## src/rtl/syn_loader_pkg.sv

```systemverilog
package syn_loader_pkg;
  parameter int WORD_W  = 24;
  parameter int ADDR_W  = 2;
  parameter int PAY_W   = WORD_W - ADDR_W;
  parameter int NUM_LAT = 3;

  typedef enum logic [ADDR_W-1:0] {
    ADR_CTL  = 2'd0,
    ADR_REF  = 2'd1,
    ADR_FB   = 2'd2,
    ADR_TEST = 2'd3
  } lat_addr_e;

  // payload bit k corresponds to word bit k+ADDR_W
  function automatic logic [1:0] f_prescale(input logic [PAY_W-1:0] p);
    return p[21:20];
  endfunction

  function automatic logic [1:0] f_pdown(input logic [PAY_W-1:0] p);
    return p[19:18];
  endfunction

  function automatic logic f_mute(input logic [PAY_W-1:0] p);
    return p[9];
  endfunction

  function automatic logic [13:0] f_ratio(input logic [PAY_W-1:0] p);
    return p[13:0];
  endfunction

  function automatic logic [1:0] f_rsvd(input logic [PAY_W-1:0] p);
    return p[21:20];
  endfunction

  function automatic logic [4:0] f_acnt(input logic [PAY_W-1:0] p);
    return p[4:0];
  endfunction

  function automatic logic [12:0] f_bcnt(input logic [PAY_W-1:0] p);
    return p[18:6];
  endfunction

  function automatic logic f_div2(input logic [PAY_W-1:0] p);
    return p[20];
  endfunction
endpackage

```

## src/rtl/pin_sampler.sv

```systemverilog
module pin_sampler #(
  parameter int STAGES = 2
) (
  input  logic clk,
  input  logic rst_n,
  input  logic ser_data,
  input  logic ser_clk,
  input  logic ser_le,
  output logic data_s,
  output logic shift_rise,
  output logic le_rise
);
  // bit 0 data, bit 1 shift clock, bit 2 latch strobe
  logic [STAGES:0][2:0] pipe;

  always_ff @(posedge clk) begin
    if (!rst_n) pipe <= '0;
    else        pipe <= {pipe[STAGES-1:0], {ser_le, ser_clk, ser_data}};
  end

  assign data_s     = pipe[STAGES-1][0];
  assign shift_rise = pipe[STAGES-1][1] & ~pipe[STAGES][1];
  assign le_rise    = pipe[STAGES-1][2] & ~pipe[STAGES][2];

  // an edge is a single-cycle event
  a_r9_single_shift: assert property (@(posedge clk) disable iff (!rst_n)
    shift_rise |=> !shift_rise);
  a_r9_single_le: assert property (@(posedge clk) disable iff (!rst_n)
    le_rise |=> !le_rise);
endmodule

```

## src/rtl/word_shifter.sv

```systemverilog
module word_shifter #(
  parameter int WORD_W = syn_loader_pkg::WORD_W
) (
  input  logic              clk,
  input  logic              rst_n,
  input  logic              shift_en,
  input  logic              din,
  output logic [WORD_W-1:0] word_q
);
  always_ff @(posedge clk) begin
    if (!rst_n)        word_q <= '0;
    else if (shift_en) word_q <= {word_q[WORD_W-2:0], din};
  end

  // no shift edge, no movement
  a_r9_hold: assert property (@(posedge clk) disable iff (!rst_n)
    !shift_en |=> $stable(word_q));
  // older bits move toward the MSB
  a_r2_msb_first: assert property (@(posedge clk) disable iff (!rst_n)
    shift_en |=> word_q[WORD_W-1:1] == $past(word_q[WORD_W-2:0]));
endmodule

```

## src/rtl/latch_bank.sv

```systemverilog
module latch_bank #(
  parameter int ADDR_W  = syn_loader_pkg::ADDR_W,
  parameter int PAY_W   = syn_loader_pkg::PAY_W,
  parameter int NUM_LAT = syn_loader_pkg::NUM_LAT
) (
  input  logic                          clk,
  input  logic                          rst_n,
  input  logic                          wr_en,
  input  logic [ADDR_W-1:0]             addr,
  input  logic [PAY_W-1:0]              payload,
  output logic [NUM_LAT-1:0][PAY_W-1:0] lat_q,
  output logic [NUM_LAT-1:0]            load_q
);
  logic [NUM_LAT-1:0] hit;

  for (genvar i = 0; i < NUM_LAT; i++) begin : g_lat
    assign hit[i] = wr_en && (addr == ADDR_W'(i));

    always_ff @(posedge clk) begin
      if (!rst_n) begin
        lat_q[i]  <= '0;
        load_q[i] <= 1'b0;
      end else begin
        load_q[i] <= hit[i];
        if (hit[i]) lat_q[i] <= payload;
      end
    end

    // a register changes only when its own pulse follows
    a_r8_only_target: assert property (@(posedge clk) disable iff (!rst_n)
      !hit[i] |=> $stable(lat_q[i]));
    // pulse lasts one cycle
    a_r8_one_cycle: assert property (@(posedge clk) disable iff (!rst_n)
      load_q[i] |=> !load_q[i]);
  end

  // at most one register loads at a time
  a_r8_onehot: assert property (@(posedge clk) disable iff (!rst_n)
    $onehot0(load_q));
  // the test code loads nothing
  a_r6_test_ignored: assert property (@(posedge clk) disable iff (!rst_n)
    (wr_en && addr == syn_loader_pkg::ADR_TEST) |=> (load_q == '0 && $stable(lat_q)));
endmodule

```

## src/rtl/syn_word_loader.sv

```systemverilog
module syn_word_loader
  import syn_loader_pkg::*;
#(
  parameter int SYNC_STAGES = 2
) (
  input  logic              clk,
  input  logic              rst_n,
  input  logic              ser_data,
  input  logic              ser_clk,
  input  logic              ser_le,
  output logic [PAY_W-1:0]  ctl_q,
  output logic [1:0]        ctl_prescale,
  output logic [1:0]        ctl_pdown,
  output logic              ctl_mute_lock,
  output logic [PAY_W-1:0]  ref_q,
  output logic [13:0]       ref_ratio,
  output logic [1:0]        ref_rsvd,
  output logic [PAY_W-1:0]  fb_q,
  output logic [4:0]        fb_a,
  output logic [12:0]       fb_b,
  output logic              fb_div2,
  output logic              load_ctl,
  output logic              load_ref,
  output logic              load_fb
);
  logic                          data_s;
  logic                          shift_rise;
  logic                          le_rise;
  logic [WORD_W-1:0]             word_q;
  logic [NUM_LAT-1:0][PAY_W-1:0] lat_q;
  logic [NUM_LAT-1:0]            load_q;

  pin_sampler #(.STAGES(SYNC_STAGES)) u_pins (
    .clk(clk), .rst_n(rst_n), .ser_data(ser_data), .ser_clk(ser_clk),
    .ser_le(ser_le), .data_s(data_s), .shift_rise(shift_rise), .le_rise(le_rise)
  );

  word_shifter #(.WORD_W(WORD_W)) u_shift (
    .clk(clk), .rst_n(rst_n), .shift_en(shift_rise), .din(data_s), .word_q(word_q)
  );

  latch_bank #(.ADDR_W(ADDR_W), .PAY_W(PAY_W), .NUM_LAT(NUM_LAT)) u_bank (
    .clk(clk), .rst_n(rst_n), .wr_en(le_rise),
    .addr(word_q[ADDR_W-1:0]), .payload(word_q[WORD_W-1:ADDR_W]),
    .lat_q(lat_q), .load_q(load_q)
  );

  assign ctl_q    = lat_q[ADR_CTL];
  assign ref_q    = lat_q[ADR_REF];
  assign fb_q     = lat_q[ADR_FB];
  assign load_ctl = load_q[ADR_CTL];
  assign load_ref = load_q[ADR_REF];
  assign load_fb  = load_q[ADR_FB];

  assign ctl_prescale  = f_prescale(ctl_q);
  assign ctl_pdown     = f_pdown(ctl_q);
  assign ctl_mute_lock = f_mute(ctl_q);
  assign ref_ratio     = f_ratio(ref_q);
  assign ref_rsvd      = f_rsvd(ref_q);
  assign fb_a          = f_acnt(fb_q);
  assign fb_b          = f_bcnt(fb_q);
  assign fb_div2       = f_div2(fb_q);

  // a pulse shows the word that was in the shifter at the strobe
  a_r3_ctl_value: assert property (@(posedge clk) disable iff (!rst_n)
    load_ctl |-> ctl_q == $past(word_q[WORD_W-1:ADDR_W]));
  a_r4_ref_value: assert property (@(posedge clk) disable iff (!rst_n)
    load_ref |-> ref_q == $past(word_q[WORD_W-1:ADDR_W]));
  a_r5_fb_value: assert property (@(posedge clk) disable iff (!rst_n)
    load_fb |-> fb_q == $past(word_q[WORD_W-1:ADDR_W]));
endmodule

```

## config.mk

```make
export PLATFORM = sky130hd
export DESIGN_NAME = syn_word_loader
export DESIGN_NICKNAME = d
export VERILOG_FILES = /design/src/rtl/syn_loader_pkg.sv /design/src/rtl/pin_sampler.sv /design/src/rtl/word_shifter.sv /design/src/rtl/latch_bank.sv /design/src/rtl/syn_word_loader.sv
export SDC_FILE = /design/constraint.sdc
export NUM_CORES = 1
export LEC_CHECK = 0
export BUFFER_PORTS_ARGS = -buffer_cell sky130_fd_sc_hd__buf_4
export CAP_MARGIN = 20
export CELL_PAD_IN_SITES_DETAIL_PLACEMENT = 1
export CELL_PAD_IN_SITES_GLOBAL_PLACEMENT = 1
export CORE_MARGIN = 2
export CORE_UTILIZATION = 32
export DETAILED_ROUTE_END_ITERATION = 8
export PLACE_DENSITY_LB_ADDON = 0.1
export SYNTH_ARGS = -nofsm -noshare
export SYNTH_HDL_FRONTEND = slang
export SYNTH_SLANG_ARGS = --single-unit
```

## constraint.sdc

```tcl
create_clock -name clk -period 1.3 [get_ports clk]
set_input_delay 0.26 -clock clk [delete_from_list [all_inputs] [get_ports clk]]
set_output_delay 0.26 -clock clk [all_outputs]
set_load 0.005 [all_outputs]
```

==> impl_results.md, run 1 <==
* Starting density of the core at 0.327
* H-Tree Depth at 3
* Post-Syn Area at roughly 0.0037 sq mm
* IO buf count at 113
* Startpoint types: flip-flop
* Final clock skew at 10.8 ps
* Final setup fails at 21
* CTS buffer count at 9
* Period Utilization, post-route at 1.04
* Mapped Cells at about 420
* P_leak at 1.97 nW
* Clock share of power at 0.445
* Worst slew pin tran at roughly 220 ps
* Worst-Skew Late Latency at 340 ps
* Pwr per Cell Area at between 1000 and 1500 mW/mm^2
* Post-layout min period at 1360 ps
* Compound-gate portion of the synthesized area at 0.143
* Status: complete, but fails checks
* Layout cells sized above 1 at 0.395
* Sw Share at 0.216
* R2R cell count at 4
* Setup crit end: u_bank.lat_q[12]
* Detailed placement HPWL at 6180 microns
* Via/cell ratio at ~4.8
* Post-CTS Hold Fix Bufs at 0
* Ys Warns at 0
* Placement Cell Area at 0.00464 sq mm
* Largest net degree at the start of global routing at 36
* Num Clock Sinks at 101
* Hold Crit Class: input port to flip-flop
* Pint at 4.67 mW
* Mux contribution to synthesized area at 0
* Flop and latch count out of synthesis at around 100
* GRT Total Usage at 0.146
* Total Routed Length at 9280 microns
* Die area at 0.0126 sq mm
* Number of remaining DRC errors at 0
* Post-Synth Adder-Cell Area at 0
* R2R Path Start: u_pins.pipe[8]
* Data arrival, critical path at 1590 ps
* CP Capture Type: flip-flop
* Antenna viol nets, final at 0
* Worst vdd ir at 0.000788 V
* CP Max Fanout at 19
* Drt initial violations at 97
* Max Slew Vio Count at 0
* Critical Path Source: u_pins.pipe[8]
* Main combinational cell family by area after synthesis: simple AND/OR/NAND/NOR gates
* Row count at 39
* P_sw at about 1.3 mW
* Final hold vios at 0
* Syn Area/Cell at between 8 and 9 sq um
* Maximum clock insertion buffer count at 2
* Max Freq at 737 MHz
* Max_cap viols at 0
* Critical path required time at 1530 ps
* Gate power share at 0.033
* Root buffer cell: clkbuf_16
* Grt ovf at 0
* Core outline area at 0.0114 sq mm
* Syn_nets at 423
* Vias in the first global route at about 2900
* Fillers at ~1300
* Setup ws final at -56.8 ps
* Worst R2R End: u_bank.lat_q[12]
* GPL Wtd Cong at slightly below 0.7
* Ports at 114
* Drt pass-1 iters at 4
* Seq. cell area at 0.00202 sq mm
* Clk slew on worst S/H paths at 70 ps
* Die Y-Extent at 112 microns
* Area growth syn-to-layout at 33.7%
* Flop pwr share at 0.522
* Area share of and/or/nand/nor cells after synthesis at 0.190
* Unrepaired setup endpoints after global routing: yes
* Routed via count at 3012
* Setup WS pre-CTS at -76.1 ps
* XOR/XNOR Fraction of Synth Area at 0
* ANT cells at 0
* CTS tree: done
* Drt wl/cell at 14.6 microns
* Failing checks: setup timing
* Yosys cell types at 19
* Register area share after synthesis at 0.541
* Area of the multi-input gates at ~0.0014 sq mm
* Die Width at about 110 microns
* Setup CP Type: flip-flop to flip-flop
* R2R Setup Slk at -60 ps
* Antenna violations before repair at 0
* Final instance area at 0.00500 sq mm
* Slew headroom at 0.851
* First-pass GRT wire length at 14900 microns
* Final-stage net count at 492
cell families (layout without fill, tap and decap cells):
family          Yosys count  count (layout)
compound gates           90              90
buf+inv                  75             148
flops                   101             101
simple gates            152             152
cell usage after synthesis, drive strengths merged:
| master | n | area, sq um |
|---|---|---|
| a21oi | 24 | 120 |
| and2 | 8 | 50.1 |
| buf | 53 | 392 |
| clkbuf | 21 | 78.8 |
| clkinv | 1 | 3.75 |
| dfxtp | 101 | 2020 |
| nand2 | 70 | 263 |
| nand2b | 1 | 6.26 |
| nand3 | 66 | 340 |
| nand4bb | 2 | 22.5 |
| nor2 | 3 | 11.3 |
| nor2b | 1 | 6.26 |
| o21ai | 66 | 413 |
| or4b | 1 | 10.0 |
worst min-delay path by stage:
stage	from	to	slack (ps)	cells past startpoint
6_report	ser_le	u_pins.pipe[2]	130	2
5_1_grt	ser_le	u_pins.pipe[2]	120	2
4_1_cts	ser_le	u_pins.pipe[2]	120	2
3_5_place_dp	u_pins.pipe[2]	u_pins.pipe[5]	430	1
3_3_place_gp	u_pins.pipe[0]	u_pins.data_s	430	1
2_1_floorplan	ser_data	u_pins.pipe[0]	390	1
per-layer routing:
metal	wire length, microns	track usage	share of wire
met5	0	0	0
met4	94	0.0512	0.010
met3	374	0.0270	0.040
met2	4400	0.238	0.47
met1	4410	0.195	0.48
layout make-up:
| type | instances | area share |
|---|---|---|
| clock buffers | 10 | 0.0458 |
| clock inverters | 5 | 0.0123 |
| inverters | 1 | 0.000751 |
| multi-input cells | 242 | 0.274 |
| flip-flops and latches | 101 | 0.405 |
| well taps | 143 | 0.0358 |
| repair buffers | 132 | 0.227 |
cell usage in the layout, fill, tap and decap left out:
cell type	n
or4b_4	1
and2_1	8
clkinv_2	1
nand4bb_2	1
nand4bb_4	1
bufinv_16	1
dfxtp_1	99
o21ai_0	44
buf_6	3
inv_6	1
dfxtp_2	2
o21ai_2	22
buf_12	9
clkinv_4	2
clkbuf_16	10
a21oi_1	24
nand2b_1	1
nor2b_2	1
nor2_1	3
nand2_1	70
nand3_2	19
buf_4	119
nand3_1	46
clkinv_1	1
nand3_4	1
clkbuf_1	1
repair_timing:
action | CTS | global route
setup buffers | 0 | 0
cloned | 0 | 1
endpoints found under the hold margin | 0 | 0
pin swaps | 2 | 1
endpoints found under the setup margin | 21 | 27
gates resized for setup | 4 | 5
critical path: stages, from the launching register on:
cell and delay, ps:
dfxtp_2 320, or4b_4 610, buf_12 200, nand3_2 70
o21ai_2 50
state kept, by name, summed over array words and instances (netlist names):
signal and count:
u_pins.pipe 7, u_bank.load_q 3, u_pins.data_s 1, u_bank.lat_q 66, u_shift.word_q 24
power by group through the flow:
stage                     combinational (mW)  sequential (mW)  clock [mW]
after detailed placement               0.199             3.18           0
after global routing                   0.219             3.11        2.85
after CTS                              0.202             3.11        2.72
final                                  0.200             3.11        2.65
after global placement                 0.197             3.18           0
after floorplan                        0.119             3.18           0
through the flow:
| stage | hold slack [ps] | power (mW) | TNS (ps) | utilization | cells |
|---|---|---|---|---|---|
| finish | 125 | 5.96 | -884 | 0.438 | 634 |
| global route | 121 | 6.18 | -1670 | 0.438 | 634 |
| CTS | 118 | 6.03 | -1100 | 0.433 | 633 |
| detailed placement | 425 | 3.38 | -897 | 0.406 | 618 |
| global placement | 427 | 3.38 | -508 | 0.406 | 618 |
| floorplan | 387 | 3.30 | -578 | - | 418 |
(Power assumes the default switching activity.)
==> run 2: changes to the inputs <==
--- a/config.mk
+++ b/config.mk
@@ -10,7 +10,7 @@
 export CELL_PAD_IN_SITES_DETAIL_PLACEMENT = 1
 export CELL_PAD_IN_SITES_GLOBAL_PLACEMENT = 1
 export CORE_MARGIN = 2
-export CORE_UTILIZATION = 32
+export CORE_UTILIZATION = 30
 export DETAILED_ROUTE_END_ITERATION = 8
 export PLACE_DENSITY_LB_ADDON = 0.1
 export SYNTH_ARGS = -nofsm -noshare
==> run 2 against run 1 <==
Net effect: the run still ends with setup timing left; global-route usage decreased by 0.65 points; utilization decreased by 2.2 points; cell area increased by 0.68%.
==> impl_results.md, run 2 (synthesized netlist as in run 1, its figures left out) <==
* Antenna violations before repair at 0
* Grt ovf at 0
* Largest reg by FF count: u_bank.lat_q
* Max Slew Vio Count at 0
* Die Y-Extent at 116 microns
* Root buffer cell: clkbuf_16
* Drt pass-1 iters at 4
* Final setup fails at 22
* Starting density of the core at 0.309
* H-Tree Depth at 3
* Top delay family on crit path: simple AND/OR/NAND/NOR gates
* Largest net degree at the start of global routing at 31
* Max_cap viols at 0
* GR met2 Demand/Resource at 0.233
* M1 GR Usage at 0.179
* Die area at 0.0134 sq mm
* Antenna viol nets, final at 0
* Max reg flops at 66
* CP cell instances: or4b_4, buf_12, nand3_2, o21ai_2
* Row count at 40
* Slew headroom at 0.838
* GPL Wtd Cong at 0.680
* Routed via count at 3017
* CTS buffer count at 9
* Setup bufs post-CTS at 0
* Top flop regs: u_bank.lat_q x66, u_shift.word_q x24, u_pins.pipe x7
* Core outline area at between 0.01 and 0.015 sq mm
* Hold slack at 126 ps
* Worst vdd ir at 0.000561 V
* Final-stage net count at 494
* Via/cell ratio at 4.56
* Layout cells sized above 1 at 0.403
* Max incr delay on CP at 610 ps
* Setup WS pre-CTS at -45.7 ps
* Worst slew pin tran at about 240 ps
* Detailed placement HPWL at 6330 microns
* Failing checks: setup timing
* Setup CP Type: flip-flop to flip-flop
* Final clock skew at between 7 and 8 ps
* GRT Total Usage at 0.140
* CP Max Fanout at 20
* Pwr per Cell Area at between 1000 and 1500 mW/mm^2
* Period Utilization, post-route at 1.04
* Hold Crit Class: input port to flip-flop
* Total chip power at 5.84 mW
* Startpoint types: flip-flop
* Vias in the first global route at 2873
* Status: complete, but fails checks
* Number of remaining DRC errors at 0
* Ports at between 100 and 150
* Area growth syn-to-layout at 34.6%
* Drt initial violations at 104
* End-of-flow core utilization at 0.415
* Worst path bufs/invs at 1
* Clk slew on worst S/H paths at 70 ps
* First-pass GRT wire length at 14700 microns
* Unrepaired setup endpoints after global routing: yes
* CP Capture Type: flip-flop
* Worst-Skew Late Latency at 340 ps
* IO buf count at 113
* Commonest non-fill, non-tap cell in the layout: buf_4
* Data arrival, critical path at approximately 1600 ps
* Commonest cells after routing, fill and taps aside: buf_4 (124), dfxtp_1 (100), nand2_1 (70)
* Drt wl/cell at 14.2 microns
* Die Width at 116 microns
* ANT cells at 0
* CTS tree: done
* Num Clock Sinks at 101
* Setup ws final at -52.7 ps
* Busiest grt layer: met2
* Post-layout min period at 1350 ps
* Max Freq at 739 MHz
* Critical path required time at 1530 ps
* Maximum clock insertion buffer count at 2
* P_leak at 1.97 nW
* Slowest library cell on the worst path: or4b_4
* Final hold vios at 0
* Total Routed Length at 9400 microns
* Met3 usage at 0.0356
run 2: changes by cell type in the layout (fill, tap and decap cells not counted), sizes merged:
cell	before	now
bufinv	1	0
clkbuf	11	12
clkinv	4	6
inv	1	0
buf	131	133
run 2: area by class of cell:
class	count	area [sq um]
clock buffer	11	243
sequential	101	2020
timing repair buffer	134	1130
fill	1429	7080
inverter	1	3.75
clock inverter	5	36.3
multi-input combinational	242	1380
tap	168	210
run 2: final timing paths:
| kind | start | endpoint | slack, ps | cells after the start |
|---|---|---|---|---|
| hold reg to reg | u_pins.pipe[1] | u_pins.pipe[4] | 440 | 1 |
| hold / removal | ser_data | u_pins.pipe[0] | 130 | 2 |
| setup / recovery | u_pins.pipe[8] | u_bank.lat_q[20] | -50 | 4 |
| setup reg to reg | u_pins.pipe[8] | u_bank.lat_q[20] | -50 | 4 |
run 2: report_power, final:
part	total, mW	internal [mW]	switching [mW]
registers	3.11	3.10	0.00375
logic	0.206	0.0722	0.134
clock network	2.52	1.36	1.17
total	5.84	4.53	1.31
run 2: repair_timing:
action	4_1_cts	5_1_grt
hold buffers	0	0
gates cloned	0	1
gates resized for setup	3	7
pin swaps	0	1
setup endpoints to repair	21	30
run 2: metrics by stage:
| step | std cells | area, sq um | TNS, ps |
|---|---|---|---|
| after floorplan | 418 | 3820 | -578 |
| after global placement | 645 | 4670 | -133 |
| after detailed placement | 645 | 4670 | -300 |
| after CTS | 661 | 4970 | -428 |
| after global routing | 662 | 5030 | -1420 |
| final | 662 | 5030 | -790 |
run 2: layer usage:
metal	up-vias	wire, microns
met4	0	95
met5	-	0
met1	1447	4400
met3	6	389
met2	61	4510
li1	1503	-
==> run 3: changes to the inputs <==
--- a/config.mk
+++ b/config.mk
@@ -5,7 +5,7 @@
 export SDC_FILE = /design/constraint.sdc
 export NUM_CORES = 1
 export LEC_CHECK = 0
-export BUFFER_PORTS_ARGS = -buffer_cell sky130_fd_sc_hd__buf_4
+export BUFFER_PORTS_ARGS = -buffer_cell sky130_fd_sc_hd__buf_2
 export CAP_MARGIN = 20
 export CELL_PAD_IN_SITES_DETAIL_PLACEMENT = 1
 export CELL_PAD_IN_SITES_GLOBAL_PLACEMENT = 1
==> run 3 against run 2 <==
Net effect: the flow still finishes with violations (setup timing); clock power rose by 14%; combinational power fell by 3%; routed wire length fell by 1.2%; hold slack improved by 1.1 ps; utilization fell by 2.0 points; non-clock buffer count did not move; total power rose by 5.9%; count of clock-buffer cells in the layout rose by 3; cell area fell by 4.8%; critical path depth did not move; largest power group unchanged; highest routed layer unchanged.
==> impl_results.md, run 3 (synthesized netlist as in run 1, its figures left out) <==
* Status: complete, but fails checks
* Failing checks: setup timing
* Largest reg by FF count: u_bank.lat_q
* Die Width at 116 microns
* Max reg flops at 66
* Placement Cell Area at between 0.004 and 0.005 sq mm
* Unrepaired setup endpoints after global routing: yes
* Root buffer cell: clkbuf_16
* CP cell instances: or4b_4, buf_12, nand3_2, o21ai_2
* CTS tree: done
* CP Capture Type: flip-flop
* H-Tree Depth at 3
* Row count at 40
* Fillers at 1446
* Routed via count at 2995
* Commonest cells after routing, fill and taps aside: buf_2 (112), dfxtp_1 (99), nand2_1 (70)
* Max incr delay on CP at 570 ps
* End-of-flow core utilization at 0.396
* Final-stage net count at 494
* Startpoint types: flip-flop
* Hold Crit Class: input port to flip-flop
* P_leak at 2.01 nW
* Commonest non-fill, non-tap cell in the layout: buf_2
* First-pass GRT wire length at between 10000 and 15000 microns
* Pint at 4.93 mW
* Hold slack at about 130 ps
* Max Freq at ~740 MHz
* GPL Wtd Cong at 0.669
* Worst-Skew Late Latency at about 340 ps
* Top flop regs: u_bank.lat_q x66, u_shift.word_q x24, u_pins.pipe x7
* Largest net degree at the start of global routing at 35
* Final clock skew at 6.21 ps
* Total Routed Length at 9290 microns
* Sw Share at 0.203
* Drt wl/cell at about 14 microns
* R2R Path Start: u_pins.pipe[8]
* Antenna viol nets, final at 0
* Maximum clock insertion buffer count at 2
* Post-layout min period at 1350 ps
* Flop pwr share at 0.503
* Setup WS pre-CTS at -63.1 ps
* ANT cells at 0
* Worst slew pin tran at 246 ps
* Drt initial violations at 99
* CP Max Fanout at 25
* Final instance area at 0.00479 sq mm
* Post-CTS Hold Fix Bufs at 0
* Starting density of the core at 0.309
* Detailed placement HPWL at 6130 microns
* Setup CP Type: flip-flop to flip-flop
* Core outline area at 0.0121 sq mm
* R2R Setup Slk at -50 ps
* Setup TNS Final at -468 ps
* Period Utilization, post-route at 1.04
* IO buf count at 113
* Via/cell ratio at 4.52
* Hold Path Depth at 2
* Critical path required time at 1530 ps
* Die area at ~0.013 sq mm
* Pwr per Cell Area at between 1000 and 1500 mW/mm^2
* Gate power share at 0.032
* Worst R2R End: u_bank.lat_q[16]
* Vias in the first global route at 2973
* Grt ovf at 0
* Data arrival, critical path at between 1500 and 2000 ps
* GRT Total Usage at 0.142
* Slew headroom at 0.836
* P_sw at 1.25 mW
* Final hold vios at 0
* Max_cap viols at 0
* Seq. cell area at about 0.0020 sq mm
* Area of the multi-input gates at 0.00137 sq mm
* Final setup fails at 22
* CTS buffer count at 9
* Setup ws final at -48.4 ps
* R2R cell count at 4
* Clk slew on worst S/H paths at 60 ps
* Clock share of power at 0.465
* Ports at 114
* Antenna violations before repair at 0
* Number of remaining DRC errors at 0
* Slowest library cell on the worst path: or4b_4
* WHS Endpoint: u_pins.pipe[1]
* Hold Crit Start: ser_clk
* Max Slew Vio Count at 0
* Worst vdd ir at just over 0.0005 V
* Area growth syn-to-layout at 28.1%
* Die Y-Extent at about 120 microns
* Layout cells sized above 1 at 0.405
* Drt pass-1 iters at 4
* Num Clock Sinks at about 100
run 3: cell types whose count changed in the layout (fill, tap and decap cells not counted), moves of 2 or more:
cell,before,now
buf_4,124,11
clkinv_4,3,0
clkbuf_8,1,5
clkinv_2,2,0
buf_2,0,112
buf_6,0,2
run 3: how the worst max path moves through the flow:
stage,slack (ps),cells past startpoint,start,end
after global placement,-40,4,u_pins.pipe[8],u_bank.lat_q[18]
after detailed placement,-60,4,u_pins.pipe[8],u_bank.lat_q[16]
after global routing,-100,4,u_pins.pipe[8],u_bank.lat_q[16]
after CTS,-70,4,u_pins.pipe[8],u_bank.lat_q[16]
final,-50,4,u_pins.pipe[8],u_bank.lat_q[16]
after floorplan,-40,5,u_shift.word_q[1],u_bank.lat_q[10]
run 3: per-layer routing:
metal	share of wire	global-route usage
met3	0.044	0.0314
met1	0.48	0.177
met4	0.019	0.0643
met2	0.46	0.234
met5	0	0
run 3: final cells by class:
type                            instances  area share
Sequential cell                       101       0.423
Multi-Input combinational cell        242       0.286
Timing Repair Buffer                  134       0.178
Clock buffer                           14      0.0614
Tap cell                              168      0.0439
Clock inverter                          2     0.00783
Inverter                                1    0.000783
run 3: worst max-delay path: cells and delay by family, from the launching register on:
family	cells	cell delay (ps)
buf+inv	1	200
flops	1	320
simple gates	2	670
compound gates	1	50
run 3: what timing repair did:
| item | in CTS | in global routing |
|---|---|---|
| endpoints found under the setup margin | 22 | 45 |
| buffers inserted | 0 | 0 |
| pin swaps | 0 | 2 |
| gates resized for setup | 0 | 9 |
| cloned | 0 | 1 |
run 3: through the flow:
step	instances	total power, mW
2_1_floorplan	418	3.30
3_3_place_gp	645	3.38
3_5_place_dp	645	3.38
4_1_cts	661	6.28
5_1_grt	662	6.44
6_report	662	6.18
run 3: power groups by stage:
stage	registers (mW)	clock network (mW)	logic (mW)
after floorplan	3.18	0	0.119
after CTS	3.11	2.97	0.202
after detailed placement	3.18	0	0.201
after global placement	3.18	0	0.198
after global routing	3.11	3.12	0.217
final	3.11	2.88	0.200
